===== src/rtl/tls_pkg.sv =====
`timescale 1ns/1ps
package tls_pkg;

  // effective operation chosen for a cycle
  typedef enum logic [1:0] {
    OP_NONE  = 2'd0,
    OP_TRAP  = 2'd1,
    OP_DONE  = 2'd2,
    OP_RETRY = 2'd3
  } tls_op_e;

  // handler address formation
  localparam int VEC_CLR_BITS = 15;  // low bits of the base that are cleared
  localparam int VEC_LVL_BIT  = 14;  // set when trapping from level > 1
  localparam int VEC_TT_LSB   = 5;   // trap type position

  // processor state bits installed on entry
  localparam int PST_W        = 12;
  localparam int PST_AG_BIT   = 0;
  localparam int PST_PRIV_BIT = 2;
  localparam int PST_PEF_BIT  = 4;
  localparam int PST_RED_BIT  = 5;

  // state word field positions
  localparam int SW_CWP_LSB = 0;
  localparam int SW_PST_LSB = 8;
  localparam int SW_ASI_LSB = 24;
  localparam int SW_CCR_LSB = 32;
  localparam int ASI_W      = 8;
  localparam int CWP_W      = 8;

endpackage


===== src/rtl/tls_ctrl.sv =====
`timescale 1ns/1ps
module tls_ctrl
  import tls_pkg::*;
#(
  parameter int MAXTL = 5,
  parameter int TLW   = $clog2(MAXTL + 1)
) (
  input  logic           trap_req,
  input  logic           done_req,
  input  logic           retry_req,
  input  logic [TLW-1:0] lvl_q,
  output tls_op_e        act_op,
  output logic           save_en,
  output logic           red_set,
  output logic           err_d,
  output logic [TLW-1:0] lvl_d
);

  localparam logic [TLW-1:0] LVL_MAX  = TLW'(MAXTL);
  localparam logic [TLW-1:0] LVL_LAST = TLW'(MAXTL - 1);

  logic at_max;
  logic at_zero;

  assign at_max  = (lvl_q == LVL_MAX);
  assign at_zero = (lvl_q == '0);

  always_comb begin
    act_op  = OP_NONE;
    save_en = 1'b0;
    red_set = 1'b0;
    err_d   = 1'b0;
    lvl_d   = lvl_q;
    if (trap_req) begin
      if (at_max) begin
        err_d = 1'b1;
      end else begin
        act_op  = OP_TRAP;
        save_en = 1'b1;
        red_set = (lvl_q == LVL_LAST);
        lvl_d   = lvl_q + TLW'(1);
      end
    end else if (done_req || retry_req) begin
      if (!at_zero) begin
        act_op = done_req ? OP_DONE : OP_RETRY;
        lvl_d  = lvl_q - TLW'(1);
      end
    end
  end

endmodule


===== src/rtl/tls_vector.sv =====
`timescale 1ns/1ps
module tls_vector
  import tls_pkg::*;
#(
  parameter int AW   = 64,
  parameter int TT_W = 9,
  parameter int TLW  = 3
) (
  input  logic [AW-1:0]   tba,
  input  logic [TT_W-1:0] tt,
  input  logic [TLW-1:0]  lvl_q,
  output logic [AW-1:0]   vec
);

  localparam logic [AW-1:0] LOW_MASK = (AW'(1) << VEC_CLR_BITS) - AW'(1);

  logic nested;

  assign nested = (lvl_q > TLW'(1));

  always_comb begin
    vec = (tba & ~LOW_MASK)
        | (AW'(nested) << VEC_LVL_BIT)
        | (AW'(tt) << VEC_TT_LSB);
  end

endmodule


===== src/rtl/tls_store.sv =====
`timescale 1ns/1ps
module tls_store #(
  parameter int DEPTH = 5,
  parameter int IW    = 3,
  parameter int SW    = 40,
  parameter int AW    = 64,
  parameter int TT_W  = 9
) (
  input  logic            clk,
  input  logic            rst_n,
  input  logic            wr_en,
  input  logic [IW-1:0]   wr_idx,
  input  logic [SW-1:0]   wr_state,
  input  logic [AW-1:0]   wr_pc,
  input  logic [AW-1:0]   wr_npc,
  input  logic [TT_W-1:0] wr_tt,
  input  logic [IW-1:0]   rd_idx,
  output logic [SW-1:0]   rd_state,
  output logic [AW-1:0]   rd_pc,
  output logic [AW-1:0]   rd_npc,
  output logic [TT_W-1:0] rd_tt
);

  logic [SW-1:0]   st_all  [DEPTH];
  logic [AW-1:0]   pc_all  [DEPTH];
  logic [AW-1:0]   npc_all [DEPTH];
  logic [TT_W-1:0] tt_all  [DEPTH];

  for (genvar g = 0; g < DEPTH; g++) begin : g_slot
    logic            hit;
    logic [SW-1:0]   st_q,  st_d;
    logic [AW-1:0]   pc_q,  pc_d;
    logic [AW-1:0]   npc_q, npc_d;
    logic [TT_W-1:0] tt_q,  tt_d;

    assign hit = wr_en && (wr_idx == IW'(g));

    always_comb begin
      st_d  = st_q;
      pc_d  = pc_q;
      npc_d = npc_q;
      tt_d  = tt_q;
      if (hit) begin
        st_d  = wr_state;
        pc_d  = wr_pc;
        npc_d = wr_npc;
        tt_d  = wr_tt;
      end
    end

    always_ff @(posedge clk or negedge rst_n) begin
      if (!rst_n) begin
        st_q  <= '0;
        pc_q  <= '0;
        npc_q <= '0;
        tt_q  <= '0;
      end else begin
        st_q  <= st_d;
        pc_q  <= pc_d;
        npc_q <= npc_d;
        tt_q  <= tt_d;
      end
    end

    assign st_all[g]  = st_q;
    assign pc_all[g]  = pc_q;
    assign npc_all[g] = npc_q;
    assign tt_all[g]  = tt_q;
  end

  always_comb begin
    rd_state = '0;
    rd_pc    = '0;
    rd_npc   = '0;
    rd_tt    = '0;
    for (int i = 0; i < DEPTH; i++) begin
      if (rd_idx == IW'(i)) begin
        rd_state = st_all[i];
        rd_pc    = pc_all[i];
        rd_npc   = npc_all[i];
        rd_tt    = tt_all[i];
      end
    end
  end

endmodule


===== src/rtl/trap_level_stack.sv =====
`timescale 1ns/1ps
module trap_level_stack
  import tls_pkg::*;
#(
  parameter int MAXTL = 5,
  parameter int AW    = 64,
  parameter int TT_W  = 9,
  parameter int CCR_W = 8,
  parameter int TLW   = $clog2(MAXTL + 1),
  parameter int SW    = CCR_W + SW_CCR_LSB
) (
  input  logic             clk,
  input  logic             rst_n,
  input  logic             trap_req,
  input  logic [TT_W-1:0]  trap_type,
  input  logic             done_req,
  input  logic             retry_req,
  input  logic [AW-1:0]    tba,
  input  logic [AW-1:0]    cur_pc,
  input  logic [AW-1:0]    cur_npc,
  input  logic [CCR_W-1:0] cur_ccr,
  input  logic [7:0]       cur_asi,
  input  logic [11:0]      cur_pstate,
  input  logic [7:0]       cur_cwp,
  output logic             redirect,
  output logic [AW-1:0]    new_pc,
  output logic [AW-1:0]    new_npc,
  output logic [CCR_W-1:0] new_ccr,
  output logic [7:0]       new_asi,
  output logic [11:0]      new_pstate,
  output logic [7:0]       new_cwp,
  output logic [TLW-1:0]   trap_lvl,
  output logic             trap_err,
  output logic [TT_W-1:0]  lvl_tt,
  output logic [SW-1:0]    lvl_tstate
);

  localparam int IW = (MAXTL > 1) ? $clog2(MAXTL) : 1;
  localparam logic [AW-1:0] INSN_STEP = AW'(4);
  localparam logic [PST_W-1:0] PST_ENTRY =
      PST_W'((1 << PST_PEF_BIT) | (1 << PST_PRIV_BIT) | (1 << PST_AG_BIT));
  localparam logic [PST_W-1:0] PST_RED = PST_W'(1 << PST_RED_BIT);
  localparam int GAP_W = SW_PST_LSB + PST_W;

  // reset: asserted asynchronously, released on a clock edge
  logic rst_meta_q, rst_sync_n;

  always_ff @(posedge clk or negedge rst_n) begin
    if (!rst_n) begin
      rst_meta_q <= 1'b0;
      rst_sync_n <= 1'b0;
    end else begin
      rst_meta_q <= 1'b1;
      rst_sync_n <= rst_meta_q;
    end
  end

  // control
  tls_op_e        act_op;
  logic           save_en, red_set, err_d;
  logic [TLW-1:0] lvl_q, lvl_d;

  tls_ctrl #(.MAXTL(MAXTL), .TLW(TLW)) u_ctrl (
    .trap_req (trap_req),
    .done_req (done_req),
    .retry_req(retry_req),
    .lvl_q    (lvl_q),
    .act_op   (act_op),
    .save_en  (save_en),
    .red_set  (red_set),
    .err_d    (err_d),
    .lvl_d    (lvl_d)
  );

  // handler address
  logic [AW-1:0] vec;

  tls_vector #(.AW(AW), .TT_W(TT_W), .TLW(TLW)) u_vec (
    .tba  (tba),
    .tt   (trap_type),
    .lvl_q(lvl_q),
    .vec  (vec)
  );

  // per-level storage
  logic [SW-1:0]   wr_state;
  logic [IW-1:0]   wr_idx, rd_idx;
  logic [SW-1:0]   rd_state;
  logic [AW-1:0]   rd_pc, rd_npc;
  logic [TT_W-1:0] rd_tt;
  logic            lvl_nz;

  assign wr_state = {cur_ccr, cur_asi,
                     {(SW_ASI_LSB - GAP_W){1'b0}},
                     cur_pstate, cur_cwp};
  assign lvl_nz   = (lvl_q != '0);
  assign wr_idx   = IW'(lvl_q);
  assign rd_idx   = lvl_nz ? IW'(lvl_q - TLW'(1)) : '0;

  tls_store #(
    .DEPTH(MAXTL), .IW(IW), .SW(SW), .AW(AW), .TT_W(TT_W)
  ) u_store (
    .clk     (clk),
    .rst_n   (rst_sync_n),
    .wr_en   (save_en),
    .wr_idx  (wr_idx),
    .wr_state(wr_state),
    .wr_pc   (cur_pc),
    .wr_npc  (cur_npc),
    .wr_tt   (trap_type),
    .rd_idx  (rd_idx),
    .rd_state(rd_state),
    .rd_pc   (rd_pc),
    .rd_npc  (rd_npc),
    .rd_tt   (rd_tt)
  );

  // unpack the slot being returned to
  logic [CCR_W-1:0] rs_ccr;
  logic [7:0]       rs_asi;
  logic [11:0]      rs_pst;
  logic [7:0]       rs_cwp;

  assign rs_ccr = rd_state[SW_CCR_LSB +: CCR_W];
  assign rs_asi = rd_state[SW_ASI_LSB +: ASI_W];
  assign rs_pst = rd_state[SW_PST_LSB +: PST_W];
  assign rs_cwp = rd_state[SW_CWP_LSB +: CWP_W];

  // output next state
  logic             redir_d, out_en;
  logic [AW-1:0]    pc_d, npc_d;
  logic [CCR_W-1:0] ccr_d;
  logic [7:0]       asi_d, cwp_d;
  logic [11:0]      pst_d;

  logic             redir_q, err_q;
  logic [AW-1:0]    pc_q, npc_q;
  logic [CCR_W-1:0] ccr_q;
  logic [7:0]       asi_q, cwp_q;
  logic [11:0]      pst_q;

  assign redir_d = (act_op != OP_NONE);
  assign out_en  = redir_d;

  always_comb begin
    pc_d  = pc_q;
    npc_d = npc_q;
    ccr_d = ccr_q;
    asi_d = asi_q;
    pst_d = pst_q;
    cwp_d = cwp_q;
    unique case (act_op)
      OP_TRAP: begin
        pc_d  = vec;
        npc_d = vec + INSN_STEP;
        ccr_d = cur_ccr;
        asi_d = cur_asi;
        pst_d = PST_ENTRY | (red_set ? PST_RED : '0);
        cwp_d = cur_cwp;
      end
      OP_DONE: begin
        pc_d  = rd_npc;
        npc_d = rd_npc + INSN_STEP;
        ccr_d = rs_ccr;
        asi_d = rs_asi;
        pst_d = rs_pst;
        cwp_d = rs_cwp;
      end
      OP_RETRY: begin
        pc_d  = rd_pc;
        npc_d = rd_npc;
        ccr_d = rs_ccr;
        asi_d = rs_asi;
        pst_d = rs_pst;
        cwp_d = rs_cwp;
      end
      default: ;
    endcase
  end

  // registers
  always_ff @(posedge clk or negedge rst_sync_n) begin
    if (!rst_sync_n) begin
      lvl_q   <= '0;
      redir_q <= 1'b0;
      err_q   <= 1'b0;
    end else begin
      lvl_q   <= lvl_d;
      redir_q <= redir_d;
      err_q   <= err_d;
    end
  end

  always_ff @(posedge clk or negedge rst_sync_n) begin
    if (!rst_sync_n) begin
      pc_q  <= '0;
      npc_q <= '0;
      ccr_q <= '0;
      asi_q <= '0;
      pst_q <= '0;
      cwp_q <= '0;
    end else if (out_en) begin
      pc_q  <= pc_d;
      npc_q <= npc_d;
      ccr_q <= ccr_d;
      asi_q <= asi_d;
      pst_q <= pst_d;
      cwp_q <= cwp_d;
    end
  end

  assign redirect   = redir_q;
  assign trap_err   = err_q;
  assign trap_lvl   = lvl_q;
  assign new_pc     = pc_q;
  assign new_npc    = npc_q;
  assign new_ccr    = ccr_q;
  assign new_asi    = asi_q;
  assign new_pstate = pst_q;
  assign new_cwp    = cwp_q;
  assign lvl_tt     = lvl_nz ? rd_tt : '0;
  assign lvl_tstate = lvl_nz ? rd_state : '0;

endmodule


===== config.mk =====
export PLATFORM = sky130hd
export DESIGN_NAME = trap_level_stack
export DESIGN_NICKNAME = d
export VERILOG_FILES = /design/src/rtl/tls_pkg.sv /design/src/rtl/tls_ctrl.sv /design/src/rtl/tls_vector.sv /design/src/rtl/tls_store.sv /design/src/rtl/trap_level_stack.sv
export SDC_FILE = /design/constraint.sdc
export NUM_CORES = 2
export LEC_CHECK = 0
export BUFFER_PORTS_ARGS = -buffer_cell sky130_fd_sc_hd__buf_2
export CORE_MARGIN = 5
export CORE_UTILIZATION = 39
export CTS_CLUSTER_DIAMETER = 30
export DETAILED_ROUTE_END_ITERATION = 8
export PLACE_DENSITY = 0.52
export SLEW_MARGIN = 20
export SYNTH_ARGS = -nofsm -noshare
export SYNTH_HDL_FRONTEND = slang
export SYNTH_SLANG_ARGS = --single-unit
export TNS_END_PERCENT = 10

===== constraint.sdc =====
create_clock -name clk -period 36.5 [get_ports clk]
set_clock_uncertainty 0.1 [all_clocks]
set_input_delay 1.825 -clock clk [delete_from_list [all_inputs] [get_ports clk]]
set_output_delay 1.825 -clock clk [all_outputs]
set_load 0.1 [all_outputs]

Yosys cells after proc, flatten, opt, wreduce, memory -nomap -nowiden
Index checks and enable logic that the tools add are counted.
Storage, ports and cells
  bits of input ports: 242
  output and inout bits: 218
  flip-flop bits (word level): 1036
Operators by class
  reductions and logical operators: 17
  multiplexer cells: 45
  order comparisons: 1
  add/sub/neg operators: 4
  equal/unequal tests: 14
  bitwise logic cells: 2
Operator list (count)
  $mux 64: 10
  $pmux 64 s3: 2
  $mux 40: 6
  $add 64x3->64 const B: 2
  $or 64x14->64: 1
  $or 64x15->64: 1
  $mux 9: 6
  $pmux 8 s2: 3
  $pmux 12 s2: 1
  $mux 3: 5
  $eq 3x2->1 const B: 4
  $eq 3x3->1 const B: 3
  $mux 1: 8
  $eq 3x1->1 const B: 2
  $logic_not 3->1: 2
  $mux 2: 3
  $mux 6: 1
  $reduce_bool 2->1: 3
  $reduce_bool 3->1: 2
  $logic_and 1x1->1: 5
  $eq 2x2->1 const B: 2
  $ne 2x2->1 const B: 2
  $reduce_and 2->1: 2
  $add 3x1->3 const B: 1
  6 further kinds: 6

Depth between registers and ports, before layout
  word-level depth: 10
  depth in mapped cells: 20

Hierarchy
From an unflattened synthesis, not the netlist that was laid out.
Unflattened totals
  cells, all modules: 4159
  area, all modules: 51703.3 um2
By module, submodules not included
  tls_store: area each 39391.5 um2, times used 1, cells an instance 2900
  trap_level_stack: area each 11621.1 um2, times used 1, cells an instance 1167
  tls_vector: area each 490.5 um2, times used 1, cells an instance 66
  tls_ctrl: area each 200.2 um2, times used 1, cells an instance 26

Worst setup path after synthesis
No wires, ideal clock.
  kind: reg-to-output
  from: reg lvl_q[0], in the netlist trap_lvl[0]
  to: out lvl_tt[0]
  buffers on the path: 9
  data arrival time: 5675 ps
  setup slack: 28900 ps
  stages on the path, launching flop included: 16
  path through: dfrtp_1 inv_1 clkbuf_1 ha_1 buf_4 nor4b_1 o21a_1 buf_2 buf_2 buf_2 clkbuf_1 clkbuf_1 clkbuf_1 clkbuf_1 a221oi_1 nor2_1
On the way
  cells in the longest elaborated chain, start to end: 9
  elaborated cells between the ends (all ways): 14
RTL lines
  start, declared: RTL line trap_level_stack.sv:61  | logic [TLW-1:0] lvl_q, lvl_d;
  start signal, assigned: RTL line trap_level_stack.sv:188  | lvl_q <= lvl_d;
  $sub 3x1->3 or $reduce_bool 3->1 (tied branches): RTL line trap_level_stack.sv:98, trap_level_stack.sv:96
  $mux 3: RTL line trap_level_stack.sv:98  | assign rd_idx = lvl_nz ? IW'(lvl_q - TLW'(1)) : '0;
  $logic_not 3->1: RTL line tls_store.sv:77  | if (rd_idx == IW'(i)) begin
  $mux 9 (5 in series): RTL line tls_store.sv:77
  $mux 9 (*): RTL line trap_level_stack.sv:221  | assign lvl_tt = lvl_nz ? rd_tt : '0;
  end, declared: RTL line trap_level_stack.sv:34  | output logic [TT_W-1:0] lvl_tt,
Mark *: on every way between the ends. The rest lies on a longest branch, timed or not.

Final worst setup path
  from: reg lvl_q[0], in the netlist trap_lvl[0]
  to: out lvl_tstate[15]
On the way
  cells in the longest elaborated chain, start to end: 9
  elaborated cells between the ends (all ways): 14
RTL lines
  $sub 3x1->3 or $reduce_bool 3->1 (tied branches): RTL line trap_level_stack.sv:98, trap_level_stack.sv:96
  $mux 3: RTL line trap_level_stack.sv:98
  $logic_not 3->1: RTL line tls_store.sv:77
  $mux 40 (5 in series): RTL line tls_store.sv:77
  $mux 40 (*): RTL line trap_level_stack.sv:222  | assign lvl_tstate = lvl_nz ? rd_state : '0;
  end, declared: RTL line trap_level_stack.sv:35  | output logic [SW-1:0] lvl_tstate
Marked as above.

==> impl_metrics.csv <==
group,metric,value,unit
setup_path,cp.required,34580,ps
timing,slew_violations,0,
grt,grt_use_met1,0.393,
clock_network,clk_latency,880,ps
setup_path,cp_common_cell,"buf_4",
final_layout,drive_above_1_share,0.398,
synthesis,synth.largest_area_cell,"dfrtp_1",
synthesis,ys_async_sr_fraction,1.00,
setup_path,r2r.worst_path.cells,17,
timing,fmax,0.129,GHz
synthesis,synth_edf_count,0,
synthesis,syn_area,48900,um2
synthesis,synthFlopType,"dfrtp_1",
synthesis,ys_types,91,
final_layout,fillers,11300,
final_layout,fin_util,0.496,
setup_path,cp-startpoint,"trap_lvl[0]",
floorplanning,die_w,364,um
clock_network,cts.sinks,1036,
grt,gr-total-overflow,0,
timing,slew-limit-headroom,0.175,
clock_network,numCtsBuffers,287,
synthesis,synth_top_area_share,0.530,
detailed_routing,ant_nets,0,
grt,grt_usage,0.279,
grt,globalRouteMet2Util,0.399,
floorplanning,num_rows,130,
setup_path,crit_slowest_cell,"buf_4",
detailed_routing,drc,0,
clock_network,htreeDepth,5,
worst_hold_path,holdCritPathClass,"flip-flop to asynchronous set/reset pin",
grt,grt_pass1_wl,275000,um
synthesis,synthCells,4155,
synthesis,synthTopCellsByCount,"dfrtp_1 (1036), mux2_2 (882), clkbuf_1 (278)",
setup_path,path_class,"flip-flop to output pin",
setup_path,worstPathCellList,"buf_4 > inv_1 > buf_4 > ha_1 > buf_4 > nor4b_1 > o21a_4 > buf_12 > buf_4 > nor3_1 > a221oi_1 > nor2_1 > buf_2",
timing,timing.final.ws_setup,28740,ps
clock_network,clockBufferDepth,4,
placement,place_hpwl,118000,um
setup_path,reg2reg_to,"new_npc[53]",
run_status,status,"finished, final reports clean",
detailed_routing,drtPass1Iterations,8,
setup_path,crit_path_end_kind,"output pin",
clock_network,cts-root-buf,"clkbuf_16",
synthesis,yosys_warnings,0,
detailed_routing,via_per_inst,6.02,
synthesis,synth_area_per_cell,11.8,um2
timing,worstMarginPinSlew,1230,ps
setup_path,crit_fanout,106,
synthesis,ys_seq_area_frac,0.530,
grt,antenna_found_initial,64,
synthesis,yosysMostFrequentCell,"dfrtp_1",
job,cap_violations,0,
grt,grt_max_degree,154,
setup_path,startpoint_type,"flip-flop",
setup_path,r2r_setup_slack,29570,ps
setup_path,r2r_start,"trap_lvl[0]",
timing,tns,0,ps
setup_path,cp_top_family,"buffers and inverters",
floorplanning,core_area,125000,um2
timing,rsz0062_at_grt,"no",
grt,grt_pass1_vias,38900,
detailed_routing,vias,39000,
placement,portBuffers,440,
detailed_routing,wl,188000,um
final_layout,area_growth,26.7,%
setup_path,worstPathArrival,5840,ps
floorplanning,die-area,133000,um2
clock_network,clk_pin_slew,40,ps
timing,final.period_utilization,0.213,
placement,dpl-instance-area,52700,um2
setup_path,critical_path.max_stage_delay,830,ps
synthesis,ys_top_cells_by_area,"dfrtp_1 (53%), mux2_2 (20%), a221oi_1 (3.8%)",
floorplanning,fp.dieH,364,um
final_layout,finish.net_count,4868,
setup_path,worst-path-buf-inv,7,
grt,grt_util_met3,0.0851,
clock_network,cts_tree,"built",
clock_network,ctsResizeCount,0,
clock_network,cts_setup_buffers,0,
timing,report.final.hold_viol_count,0,
synthesis,ys_ff_latch,1036,
floorplanning,initial_core_util,0.391,
clock_network,hold_buffers,0,
placement,preCtsSetupSlack,29660,ps
grt,busiest_layer,"met2",
final_layout,design_area,62000,um2
floorplanning,ios,460,
timing,min_period,7760,ps
detailed_routing,wire_per_inst,29.0,um
timing,setup_violations,0,
placement,gp_congestion,0.892,
detailed_routing,first_iter_violations,3832,
## stage by stage
stage / hold slack (ps) / cells
finish: 229 / 6484
global route: 269 / 6470
floorplan: 231 / 4158
global placement: 238 / 5978
detailed placement: 245 / 5978
CTS: 252 / 6464
## worst max path at each step
stage | slack, ps | end | cells after the start
after floorplan | 5380 | new_asi[0] | 0
after global placement | 29670 | lvl_tt[7] | 14
after detailed placement | 29660 | lvl_tt[7] | 14
after CTS | 28730 | lvl_tt[7] | 14
after global routing | 28430 | lvl_tstate[15] | 13
final | 28740 | lvl_tstate[15] | 13
## layout make-up
| cell class | instances | area (um2) | area share |
|---|---|---|---|
| Antenna cell | 20 | 50.0 | 0.000807 |
| Timing Repair Buffer | 529 | 2990 | 0.0482 |
| Clock buffer | 390 | 8190 | 0.132 |
| Tap cell | 1650 | 2060 | 0.0333 |
| Inverter | 20 | 77.6 | 0.00125 |
| Sequential cell | 1036 | 25900 | 0.418 |
| Clock inverter | 96 | 1120 | 0.0181 |
| Multi-Input combinational cell | 2743 | 21600 | 0.348 |
## layer usage
| layer | part of all wire | wire length [um] |
|---|---|---|
| met4 | 0.040 | 7470 |
| met2 | 0.43 | 80200 |
| met1 | 0.44 | 82400 |
| met5 | 0.0013 | 246 |
| met3 | 0.093 | 17500 |
## layout by cell type (no fill, tap or decap), types with 48 or more instances in the layout
cell / count
dfrtp_1: 1035
a221oi_1: 210
clkbuf_1: 48
o21a_1: 48
mux2_2: 882
clkbuf_16: 293
buf_2: 440
o21ai_0: 267
nor2_1: 267
clkinv_2: 48
buf_4: 79
nor3_1: 169
nand2_1: 138
a22oi_1: 50
clkbuf_8: 49
a31oi_1: 69
a21oi_1: 130
## flip-flops by register name (all words and copies together), names as in the netlist
| signal | cells |
|---|---|
| new_asi | 8 |
| new_ccr | 8 |
| new_cwp | 8 |
| new_npc | 64 |
| new_pc | 64 |
| new_pstate | 12 |
| redirect | 1 |
| rst_meta_q | 1 |
| rst_sync_n | 1 |
| trap_err | 1 |
| trap_lvl | 3 |
| u_store.g_slot.npc_q | 320 |
| u_store.g_slot.pc_q | 320 |
| u_store.g_slot.st_q | 180 |
| u_store.g_slot.tt_q | 45 |
## logic make-up (layout without fill, tap and decap cells)
kind of cell,after synthesis,count (layout),share of synthesized area
adder cells (fa/ha/maj),9,9,0.00230
flip-flops,1036,1036,0.530
XOR/XNOR,33,33,0.00591
multiplexers,899,899,0.207
AO/OA/AOI/OAI,1019,1019,0.145
AND/OR/NAND/NOR,778,778,0.0772
other,2,25,0.000153
buffers and inverters,379,1035,0.0328
Power is left out: the tool's default activity adds up to more than one toggle a clock period on the data nets, which glitch-free logic cannot reach.
